===== src/rtl/lockdet_pkg.sv =====
package lockdet_pkg;
    typedef enum logic [1:0] {
        CLS_GOOD = 2'd0,
        CLS_HOLD = 2'd1,
        CLS_BAD  = 2'd2
    } err_class_e;
endpackage


===== src/rtl/lockdet_width_meter.sv =====
module lockdet_width_meter #(
    parameter int SAT = 31,
    parameter int CW  = $clog2(SAT + 1)
) (
    input  logic          clk,
    input  logic          rst_n,
    input  logic          pulse_up,
    input  logic          pulse_dn,
    input  logic          cmp_strobe,
    input  logic          pwr_down,
    output logic [CW-1:0] width_total
);
    localparam logic [CW-1:0] SAT_V = CW'(SAT);

    typedef struct packed {
        logic [CW-1:0] acc;
    } meter_t;

    meter_t st_d, st_q;
    logic   active;

    always_comb begin
        active = pulse_up | pulse_dn;
        if (active && st_q.acc != SAT_V) width_total = st_q.acc + 1'b1;
        else                             width_total = st_q.acc;
        st_d = st_q;
        if (pwr_down || cmp_strobe) st_d.acc = '0;
        else                        st_d.acc = width_total;
    end

    always_ff @(posedge clk or negedge rst_n) begin
        if (!rst_n) st_q <= '0;
        else        st_q <= st_d;
    end

    // an active clock between strobes adds exactly one to the running width
    assert_width_step_R7: assert property (@(posedge clk) disable iff (!rst_n)
        (!cmp_strobe && !pwr_down && (pulse_up || pulse_dn) && st_q.acc < SAT_V)
        |=> st_q.acc == $past(st_q.acc) + 1'b1);

    // the running width never exceeds the saturation value
    assert_width_sat_R7: assert property (@(posedge clk) disable iff (!rst_n)
        st_q.acc <= SAT_V);
endmodule


===== src/rtl/lockdet_classifier.sv =====
module lockdet_classifier
    import lockdet_pkg::*;
#(
    parameter int ACQ_TH  = 15,
    parameter int LOSE_TH = 30,
    parameter int CW      = $clog2(LOSE_TH + 2)
) (
    input  logic [CW-1:0] width,
    output err_class_e    cls
);
    localparam logic [CW-1:0] ACQ_V  = CW'(ACQ_TH);
    localparam logic [CW-1:0] LOSE_V = CW'(LOSE_TH);

    always_comb begin
        if (width < ACQ_V)       cls = CLS_GOOD;
        else if (width > LOSE_V) cls = CLS_BAD;
        else                     cls = CLS_HOLD;
    end

    initial begin
        assert_thresh_order_R3: assert (ACQ_TH <= LOSE_TH);
    end
endmodule


===== src/rtl/lockdet_hyst.sv =====
module lockdet_hyst
    import lockdet_pkg::*;
#(
    parameter int GOOD_CYCLES = 5,
    parameter int GW          = $clog2(GOOD_CYCLES + 1)
) (
    input  logic       clk,
    input  logic       rst_n,
    input  logic       cmp_strobe,
    input  logic       pwr_down,
    input  err_class_e cls,
    output logic       locked
);
    localparam logic [GW-1:0] GOOD_V = GW'(GOOD_CYCLES);

    typedef struct packed {
        logic [GW-1:0] good_cnt;
        logic          lock;
    } hyst_t;

    hyst_t st_d, st_q;

    always_comb begin
        st_d = st_q;
        if (pwr_down) begin
            st_d.good_cnt = '0;
            st_d.lock     = 1'b0;
        end else if (cmp_strobe) begin
            unique case (cls)
                CLS_GOOD: begin
                    if (st_q.good_cnt != GOOD_V)
                        st_d.good_cnt = st_q.good_cnt + 1'b1;
                    if (st_q.good_cnt >= GOOD_V - 1'b1)
                        st_d.lock = 1'b1;
                end
                CLS_HOLD: st_d.good_cnt = '0;
                default: begin
                    st_d.good_cnt = '0;
                    st_d.lock     = 1'b0;
                end
            endcase
        end
    end

    always_ff @(posedge clk or negedge rst_n) begin
        if (!rst_n) st_q <= '0;
        else        st_q <= st_d;
    end

    assign locked = st_q.lock;

    // lock can only rise on a good strobe that completes the run
    assert_lock_rise_R1: assert property (@(posedge clk) disable iff (!rst_n)
        $rose(st_q.lock) |-> ($past(cmp_strobe) && $past(cls) == CLS_GOOD
                              && $past(st_q.good_cnt) == GOOD_V - 1'b1));

    // a large-error strobe always leaves the flag low
    assert_lock_lose_R2: assert property (@(posedge clk) disable iff (!rst_n)
        (cmp_strobe && !pwr_down && cls == CLS_BAD) |=> !st_q.lock);

    // power-down leaves no progress toward lock
    assert_pd_clear_R6: assert property (@(posedge clk) disable iff (!rst_n)
        pwr_down |=> (st_q.good_cnt == '0 && !st_q.lock));

    // without strobe or power-down the flag holds
    assert_lock_stable_R8: assert property (@(posedge clk) disable iff (!rst_n)
        (!cmp_strobe && !pwr_down) |=> $stable(st_q.lock));

    // the good run never exceeds its target
    assert_cnt_bound_R5: assert property (@(posedge clk) disable iff (!rst_n)
        st_q.good_cnt <= GOOD_V);
endmodule


===== src/rtl/pfd_lock_detect.sv =====
module pfd_lock_detect
    import lockdet_pkg::*;
#(
    parameter int ACQ_TH      = 15,
    parameter int LOSE_TH     = 30,
    parameter int GOOD_CYCLES = 5
) (
    input  logic clk,
    input  logic rst_n,
    input  logic pulse_up,
    input  logic pulse_dn,
    input  logic cmp_strobe,
    input  logic pwr_down,
    output logic lock_out
);
    localparam int SAT = LOSE_TH + 1;
    localparam int CW  = $clog2(SAT + 1);

    logic [CW-1:0] width_total;
    err_class_e    cls;
    logic          locked;

    lockdet_width_meter #(.SAT(SAT), .CW(CW)) u_meter (
        .clk        (clk),
        .rst_n      (rst_n),
        .pulse_up   (pulse_up),
        .pulse_dn   (pulse_dn),
        .cmp_strobe (cmp_strobe),
        .pwr_down   (pwr_down),
        .width_total(width_total)
    );

    lockdet_classifier #(.ACQ_TH(ACQ_TH), .LOSE_TH(LOSE_TH), .CW(CW)) u_cls (
        .width(width_total),
        .cls  (cls)
    );

    lockdet_hyst #(.GOOD_CYCLES(GOOD_CYCLES)) u_hyst (
        .clk       (clk),
        .rst_n     (rst_n),
        .cmp_strobe(cmp_strobe),
        .pwr_down  (pwr_down),
        .cls       (cls),
        .locked    (locked)
    );

    assign lock_out = locked & ~pwr_down;

    // power-down forces the output low in the same cycle
    assert_pd_low_R4: assert property (@(posedge clk) disable iff (!rst_n)
        pwr_down |-> !lock_out);
endmodule


===== config.mk =====
export PLATFORM = sky130hd
export DESIGN_NAME = pfd_lock_detect
export DESIGN_NICKNAME = d
export VERILOG_FILES = /design/src/rtl/lockdet_pkg.sv /design/src/rtl/lockdet_width_meter.sv /design/src/rtl/lockdet_classifier.sv /design/src/rtl/lockdet_hyst.sv /design/src/rtl/pfd_lock_detect.sv
export SDC_FILE = /design/constraint.sdc
export NUM_CORES = 1
export LEC_CHECK = 0
export ABC_AREA = 1
export CORE_AREA = 4 4 41 43
export CTS_BUF_LIST = sky130_fd_sc_hd__clkbuf_8
export CTS_CLUSTER_DIAMETER = 200
export DETAILED_ROUTE_END_ITERATION = 8
export DIE_AREA = 0 0 45 47
export PLACE_DENSITY_LB_ADDON = 0.15
export SLEW_MARGIN = 15
export SYNTH_ARGS = -nofsm -noshare
export SYNTH_HDL_FRONTEND = slang
export SYNTH_HIERARCHICAL = 1
export SYNTH_SLANG_ARGS = --single-unit

===== constraint.sdc =====
create_clock -name clk -period 2.59 [get_ports clk]
set_clock_uncertainty 0.1 [all_clocks]
set_input_delay 0.6475 -clock clk [delete_from_list [all_inputs] [get_ports clk]]
set_output_delay 0.6475 -clock clk [all_outputs]
set_load 0.05 [all_outputs]

# == Word level (Yosys, flattened, before mapping) ==
# Index checks and enable logic that the tools add are counted.
# classes
multipliers,0
magnitude_cmp,3
n_addsub,2
n_reduce_logical,6
shift,0
n_div,0
bitwise_logic,3
n_eq_ne,6
n_mux,10
# op_table
operator,n
$mux 5,2
$mux 4,2
$mux 3,2
$ne 3x2->1 const B,2
$add 5x1->5 const B,1
$gt 5x5->1 const B,1
$lt 5x4->1 const B,1
$ne 5x5->1 const B,1
$mux 2,2
$add 3x1->3 const B,1
$ge 3x3->1 const B,1
$ne 3x3->1 const B,1
$reduce_and 3->1,1
$eq 2x1->1 const B,1
$logic_not 2->1,1
$ne 2x2->1 const B,1
$pmux 1 s2,1
$reduce_and 2->1,1
$reduce_bool 2->1,1
$and 1x1->1,1
$logic_and 1x1->1,1
$logic_or 1x1->1,1
$mux 1,1
$not 1->1,1
$or 1x1->1,1
# word_totals
in_bits,6
ramBits,0
register_bits,9
latch_bits,0
mem_bits_ro,0
memories,0

# == Depth between registers and ports, before layout ==
# Gate-level depths: netlist (run 1).
# logic_depth
ltp_word,10
ltp_mapped,18
mapped_depth_nobuf,18

# == Hierarchy ==
# Netlist (run 1), hierarchy kept.
# modules_own_cells
mod,seq_area_each_um2,instances,cells_each,area_per_inst_um2
lockdet_width_meter,125.1,1,42,312.8
lockdet_hyst,100.1,1,36,272.8
lockdet_classifier,0.0,1,7,46.3
pfd_lock_detect,0.0,1,2,10.0

# == Worst setup path after synthesis (run 1) ==
# OpenSTA, ideal clock, no wires.
# synth_timing
path_kind,flip-flop to flip-flop
start,register u_meter/st_q[0] in the netlist's numbering
end,register u_hyst/st_q[1] in the netlist's numbering
required_time_ns,2.373
stages_incl_launch_ff,16
setup_slack_ns,0.406
arrival_time_ns,1.967
setup_ns,0.117
cell_sequence,dfrtp_1 ha_1 nand2_1 nor2_1 ha_1 o21bai_2 nand2_1 o21ai_1 inv_1 inv_1 nor3_4 nor2_2 nor2_4 nand3_4 nand3_1 nand2_1
# synth_between
elab_chain_cells,10
elab_cells_between_ends,14
# synth_rtl
element,line,text
start: declaration,lockdet_width_meter.sv:19,"meter_t st_d, st_q;"
start signal: assignment,lockdet_width_meter.sv:33,else st_q <= st_d;
"parallel branches: the longest is 2 deep, another holds $add 5x1->5",-,
$mux 5 (*),lockdet_width_meter.sv:24,if (active && st_q.acc != SAT_V) width_total = st_q.acc + 1'b1;
net width_total[4],pfd_lock_detect.sv:19,logic [CW-1:0] width_total;
$gt 5x5->1,lockdet_classifier.sv:16,else if (width > LOSE_V) cls = CLS_BAD;
$mux 2,lockdet_classifier.sv:16,
$mux 2 (*),lockdet_classifier.sv:15,if (width < ACQ_V) cls = CLS_GOOD;
net cls[1],pfd_lock_detect.sv:20,err_class_e cls;
$logic_not 2->1 (*),lockdet_hyst.sv:29,unique case (cls)
$mux 3,lockdet_hyst.sv:29,
$mux 4,lockdet_hyst.sv:28,end else if (cmp_strobe) begin
$mux 4,lockdet_hyst.sv:25,if (pwr_down) begin
end signal: assignment,lockdet_hyst.sv:47,else st_q <= st_d;
end: declaration,lockdet_hyst.sv:21,"hyst_t st_d, st_q;"
# Mark *: on every way through the listed nets, which the timed path passes. The select of a mux whose other input is x is not followed.
# A chain may end at the register's enable or synchronous reset.

# == Final worst setup path (run 1) ==
# Same ends and word-level chain as after synthesis.

==> summary.txt, run 1 <==
Synth
  • Syn avg cell area: 7.38 um2
  • Synthesized area: ~640 um2
  • Commonest register cell after synthesis: dfrtp_1
  • Post-synth ARST share: 100%
  • Post-synth EDFFs: 0
  • Seq/Total Area, Yosys: a little over a third
  • Most frequent cells after synthesis: 22 x nand2_1, 11 x nor2_1, 10 x inv_1
  • Synth top area share: 35.1%
  • Count of cell types in the netlist: 17
  • Synth area leaders: dfrtp_1 35%, nand2_1 13%, ha_1 7.8%, nor2_1 6.4%, inv_1 5.8%
  • #FFs+latches synth: 9
  • Ys Warns: 6
  • Dominant cell type by area after synthesis: dfrtp_1
  • Syn Nets: 97
  • Most frequent cell after synthesis: nand2_1
  • Cells after Synth: 87

Route
  • Vias after detailed routing: ~530
  • DRC: 0
  • Wirelength, routed: 1080 um
  • Pre-Repair DR Iteration Count: 3
  • ANT nets after route: 0
  • DR WL/cell: 9.65 um
  • Initial DRC count: 9
  • Vias/cell: 4.69

Clock network
  • Clk root buf: clkbuf_8
  • Hold Buf Count CTS: 0
  • H-tree Lvls: 1
  • CTS tree: built
  • Worst-Skew Late Latency: 230 ps
  • Setup bufs post-CTS: 0
  • Reg clk slew, reported paths: 40 ps
  • Clock sinks: 9
  • Post-cts sizing count: 0
  • Clk buf depth: 2
  • TritonCTS buffer count: 3

Finish
  • # fillers: 134
  • Share of cells above drive strength 1: around a quarter
  • Area of the multi-input gates: 364 um2
  • Layout net count: 108
  • Layout area overhead: 21.1%
  • Reg area: 225 um2
  • # diodes: 0

Global routing
  • Total GRT Usage: 12.1%
  • Initial antenna violation count: 0
  • Pin count of the biggest net entering global routing: 10
  • GR Overflow Total: 0
  • Vias in the first global route: 453
  • First-pass GRT wire length: 1790 um

Timing
  • RSZ-0062 raised after global routing: no
  • Worst Tran Pin Value: 397 ps
  • Fin Hold WS: ~400 ps
  • Finish-stage setup viols: 0
  • Max Transition Viols Final: 0
  • Tmin final: 2370 ps
  • Final hold vios: 0
  • Period utilization: 91.6%
  • Slew headroom: between 70 and 80%
  • Sum of negative setup slack: 0 ps
  • Max Fclk: 0.422 GHz

Die
  • Core area: 0.00130 mm2
  • Die area: 0.00212 mm2
  • Die Wd: 45 um
  • Starting density of the core: 49.3%
  • FP Rows: 13
  • Die Ht: ~47 um
  • Top Ports: 7

Placement
  • Routability congestion estimate: 0.788
  • DP HPWL: 910 um
  • Buffers on Ports: 6

Critical path
  • Crit start category: flop
  • Setup CP Type: reg -> reg
  • WP data required: about 2600 ps
  • R2R depth: 15
  • WP data arrival: 2390 ps
  • Crit. End Element: flop
  • CP Max Fanout: 6

Pwr
  • Leakage: 0.000403 uW
  • VDD IR max: ~330 uV
  • Design Power: 373 uW
  • Pwr per Cell Area: 481 mW/mm2

Worst hold path
  • Worst min path class: reg -> reg
  • Hold depth: 2

Flow run
  • Max-cap viol count: 0

Status
  • Status: finished clean
critical path, cell delays in order (launching register included):
cell and delay, ps:
dfrtp_1 380, ha_1 230, nand2_1 80, nor2_1 40, ha_1 190, o21bai_2 240, nand2_1 70, o21ai_1 80
inv_1 80, inv_1 60, nor3_4 230, nor2_2 80, nor2_4 130, nand3_4 90, nand3_1 100, nand2_1 50
cell families (layout without fill, tap and decap cells):
family | after synthesis | count (layout) | share of synthesized area, %
buf+inv | 14 | 24 | 8.19
fa+ha+maj | 4 | 4 | 7.80
xor+xnor | 1 | 1 | 1.36
simple gates | 52 | 52 | 41.1
compound gates | 7 | 7 | 6.43
flops | 9 | 9 | 35.1
final timing paths:
kind / slack, ps / endpoint / from
setup reg to reg: 220 / u_hyst/st_q[1]$_DFFE_PN0P_ / u_meter/st_q[0]$_DFF_PN0_
max in group asynchronous: 1500 / u_meter/st_q[4]$_DFF_PN0_ / rst_n
min in group asynchronous: 610 / u_meter/st_q[1]$_DFF_PN0_ / rst_n
hold reg to reg: 400 / u_hyst/locked$_DFFE_PN0P_ / u_hyst/locked$_DFFE_PN0P_
hold / removal: 400 / u_hyst/locked$_DFFE_PN0P_ / u_hyst/locked$_DFFE_PN0P_
setup / recovery: 220 / u_hyst/st_q[1]$_DFFE_PN0P_ / u_meter/st_q[0]$_DFF_PN0_
layer usage:
layer  track usage, %  share of wire (%)  vias to the layer above
li1                 -                  -                      283
met1             15.3                 48                      234
met2             18.4                 47                        8
met3             4.60                5.3                        0
met4             5.26                  0                        0
met5                0                  0                        -
stage by stage:
stage,worst slack (ps),cells,area [um2],util [%]
global placement,48.3,108,731,56.2
floorplan,406,87,642,-
global route,20.6,112,777,59.7
detailed placement,27.2,108,731,56.2
finish,218,112,777,59.7
CTS,198,112,777,59.7
registers in the layout, summed over array words and instances (netlist names):
name,cells
u_meter/st_q,5
u_hyst/st_q,3
u_hyst/locked,1
area by class of cell:
| class | instances | share of cell area, % |
|---|---|---|
| multi-input cells | 64 | 46.9 |
| flip-flops and latches | 9 | 29.0 |
| repair buffers | 6 | 9.02 |
| inverters | 14 | 6.76 |
| clock buffers | 3 | 5.31 |
| well taps | 15 | 2.42 |
| clock inverters | 1 | 0.644 |
power by group:
part / leakage (uW) / internal [uW] / switching [uW]
registers: 0.000123 / 149 / 7.23
logic: 0.000255 / 24.5 / 35.4
clock network: 0.0000255 / 105 / 53.1
total: 0.000403 / 278 / 95.7
placed cells by master (no fill, tap or decap):
cell / count
nand2_2: 5
nand2_1: 22
clkdlybuf4s50_1: 5
nor3_4: 1
nand3_4: 1
ha_1: 4
inv_2: 4
xor2_1: 1
clkinv_2: 1
o21ai_1: 2
nor2_4: 1
nor2_2: 6
buf_12: 1
inv_1: 10
nor2_1: 11
dfrtp_1: 9
o21bai_2: 1
a21oi_1: 4
clkbuf_8: 3
or2_2: 1
nand3_1: 4
(Power assumes the default switching activity.)
==> run 2: changes to the inputs <==
- SYNTH_HIERARCHICAL: 1 -> not set
==> summary.txt, run 2 <==
Critical path
  • CP Max Fanout: 3
  • WP depth: 3
  • Setup CP Type: in -> out
  • FF-to-FF End: u_hyst.st_q[3]$_DFFE_PN0P_
  • CP bufs+invs: 2
  • WP data required: approximately 1800 ps
  • Crit path cell chain: clkdlybuf4s50_1 -> nor2_1 -> buf_12
  • WP data arrival: 1500 ps
  • Crit. End Element: output pin
  • R2R Setup Slk: 620 ps
  • R2R depth: 10
  • Slowest-stage cell, CP: clkdlybuf4s50_1
  • FF-to-FF Start: u_meter.st_q[0]$_DFF_PN0_
  • Max incr delay on CP: roughly 440 ps
  • Crit start category: primary input
  • Delay-heaviest family, CP: buffers and inverters

Clock network
  • Clk root buf: clkbuf_8
  • Reg clk slew, reported paths: ~50 ps
  • TritonCTS buffer count: 3
  • Clock sinks: 9
  • Hold Buf Count CTS: 0
  • Clk buf depth: 2
  • Worst-Skew Late Latency: 230 ps
  • Setup bufs post-CTS: 0
  • CTS tree: built
  • H-tree Lvls: 1
  • Post-cts sizing count: 0

Timing
  • Tmin final: 2240 ps
  • Finish-stage setup viols: 0
  • Slew headroom: between 70% and 80%
  • Max Transition Viols Final: 0
  • Worst Tran Pin Value: 402 ps
  • Sum of negative setup slack: 0 ps
  • Period utilization: 86.7%
  • Final hold vios: 0
  • Max Fclk: 0.446 GHz
  • RSZ-0062 raised after global routing: no

Synth
  • Fraction of the mapped netlist area in adder cells: between 8 and 9%
  • Syn avg cell area: 7.46 um2
  • Multiplexer share of the synthesized area: 0%
  • Post-synth ARST share: 100%
  • Simple-gate share of the synthesized area: 28.6%
  • Most frequent cells after synthesis: 19 x nand2_1, 16 x inv_1, 12 x nor2_1
  • Synth area leaders: dfrtp_1 37%, nand2_1 12%, inv_1 9.9%, ha_1 8.3%, nor2_1 7.5%
  • Syn Nets: between 90 and 100
  • Count of cell types in the netlist: 17
  • #FFs+latches synth: 9
  • Post-synth EDFFs: 0
  • Most frequent cell after synthesis: nand2_1
  • Post-synthesis compound-gate area fraction: 13.0%
  • Ys Warns: 0
  • Commonest register cell after synthesis: dfrtp_1
  • Dominant cell type by area after synthesis: dfrtp_1
  • Largest family of logic cells by synthesized area: simple AND/OR/NAND/NOR gates
  • Cells after Synth: 81
  • Synth top area share: 37.3%
  • Xor-xnor portion of the synthesized cell area: approximately 2.9%
  • Seq/Total Area, Yosys: 37.3%
  • Synthesized area: 604 um2

Placement
  • Inst Count DP: 102
  • Routability congestion estimate: 0.750
  • Buffers on Ports: 6
  • DP HPWL: 863 um

Worst hold path
  • Min-Delay Endpoint: u_hyst.st_q[1]$_DFFE_PN0P_
  • Hold depth: 2
  • Hold Startpoint: u_hyst.st_q[1]$_DFFE_PN0P_
  • Worst min path class: reg -> reg

Status
  • Status: finished clean

Finish
  • Reg with most FFs: u_meter.st_q
  • Layout net count: 102
  • # fillers: 125
  • Share of cells above drive strength 1: 11.0%
  • Most common cell after layout, fill and taps aside: nand2_1
  • Non-filler instance count after layout: 106
  • Max reg flops: 5
  • Most frequent cells in the layout: 19 x nand2_1, 17 x inv_1, 12 x nor2_1, 9 x dfrtp_1, 6 x a21oi_1
  • Post-layout util: 56.7%
  • # diodes: 0
  • Layout area overhead: 22.2%

Route
  • Pre-Repair DR Iteration Count: 4
  • DRC: 0
  • Vias after detailed routing: around 490
  • Initial DRC count: 6
  • Wirelength, routed: 1100 um
  • ANT nets after route: 0
  • DR WL/cell: 10.3 um
  • Vias/cell: between 4 and 5

Die
  • Die area: 0.00212 mm2
  • Top Ports: 7
  • Die Wd: 45 um
  • Die Ht: 47 um
  • Starting density of the core: 46.4%
  • Core area: around 0.0013 mm2
  • FP Rows: 13

Pwr
  • Pwr per Cell Area: roughly 540 mW/mm2
  • VDD IR max: between 200 and 300 uV
  • Leakage: about 0.00039 uW
  • Design Power: 397 uW

Global routing
  • Initial antenna violation count: 0
  • GR Overflow Total: 0
  • Pin count of the biggest net entering global routing: 10
  • First-pass GRT wire length: between 1500 and 2000 um
  • Total GRT Usage: between 10% and 20%
  • Vias in the first global route: 473

Flow run
  • Max-cap viol count: 0
## run 2: cell types whose count changed in the layout (fill, tap and decap cells not counted), sizes merged, moves of 2 or more
cell,delta
nand2,-6
nor2,-6
inv,+3
a21oi,+2
## run 2: final cells by class
type | instances | area [um2] | area share, %
Clock buffer | 3 | 41.3 | 5.59
Clock inverter | 1 | 3.75 | 0.508
Inverter | 16 | 60.1 | 8.14
Multi-Input combinational cell | 56 | 319 | 43.2
Sequential cell | 9 | 225 | 30.5
Tap cell | 15 | 18.8 | 2.54
Timing Repair Buffer | 6 | 70.1 | 9.49
## run 2: worst max path at each step
stage	from	endpoint	slack (ps)
final	pwr_down	lock_out	350
after global routing	pwr_down	lock_out	290
after CTS	pwr_down	lock_out	340
after detailed placement	pwr_down	lock_out	340
after global placement	pwr_down	lock_out	350
after floorplan	pwr_down	lock_out	510
## run 2: logic make-up (layout without fill, tap and decap cells)
| logic type | count (synthesis) | count (layout) |
|---|---|---|
| fa+ha+maj | 4 | 4 |
| compound gates | 10 | 10 |
| simple gates | 40 | 40 |
| flops | 9 | 9 |
| xor+xnor | 2 | 2 |
| buf+inv | 16 | 26 |
## run 2: per-layer routing
layer	share of wire, %	vias up	routed length, um	track usage [%]
met1	46	214	508	16.2
met5	0	-	0	0
li1	-	270	-	-
met3	2.0	2	22	1.15
met2	49	3	542	19.8
met4	1.9	0	21	12.3
## run 2: metrics by stage
stage	hold WS, ps	instance area (um2)	worst slack [ps]
global placement	477	693	354
CTS	493	738	341
floorplan	252	604	512
detailed placement	479	693	341
finish	493	738	346
global route	515	738	293
## run 2: worst register-to-register path, stage by stage (launching register included)
cell	delay [ps]
dfrtp_1	420
ha_1	230
nand2_1	80
nor2_1	50
ha_1	190
inv_1	140
o21ai_4	110
o21ai_2	180
nand2_2	80
o21bai_4	180
a21oi_1	130
## run 2: power breakdown
part / switching, uW / total, uW / internal (uW)
Clock: 53.3 / 156 / 103
Combinational: 41.0 / 75.8 / 34.8
Sequential: 11.0 / 165 / 154
Total: 105 / 397 / 292
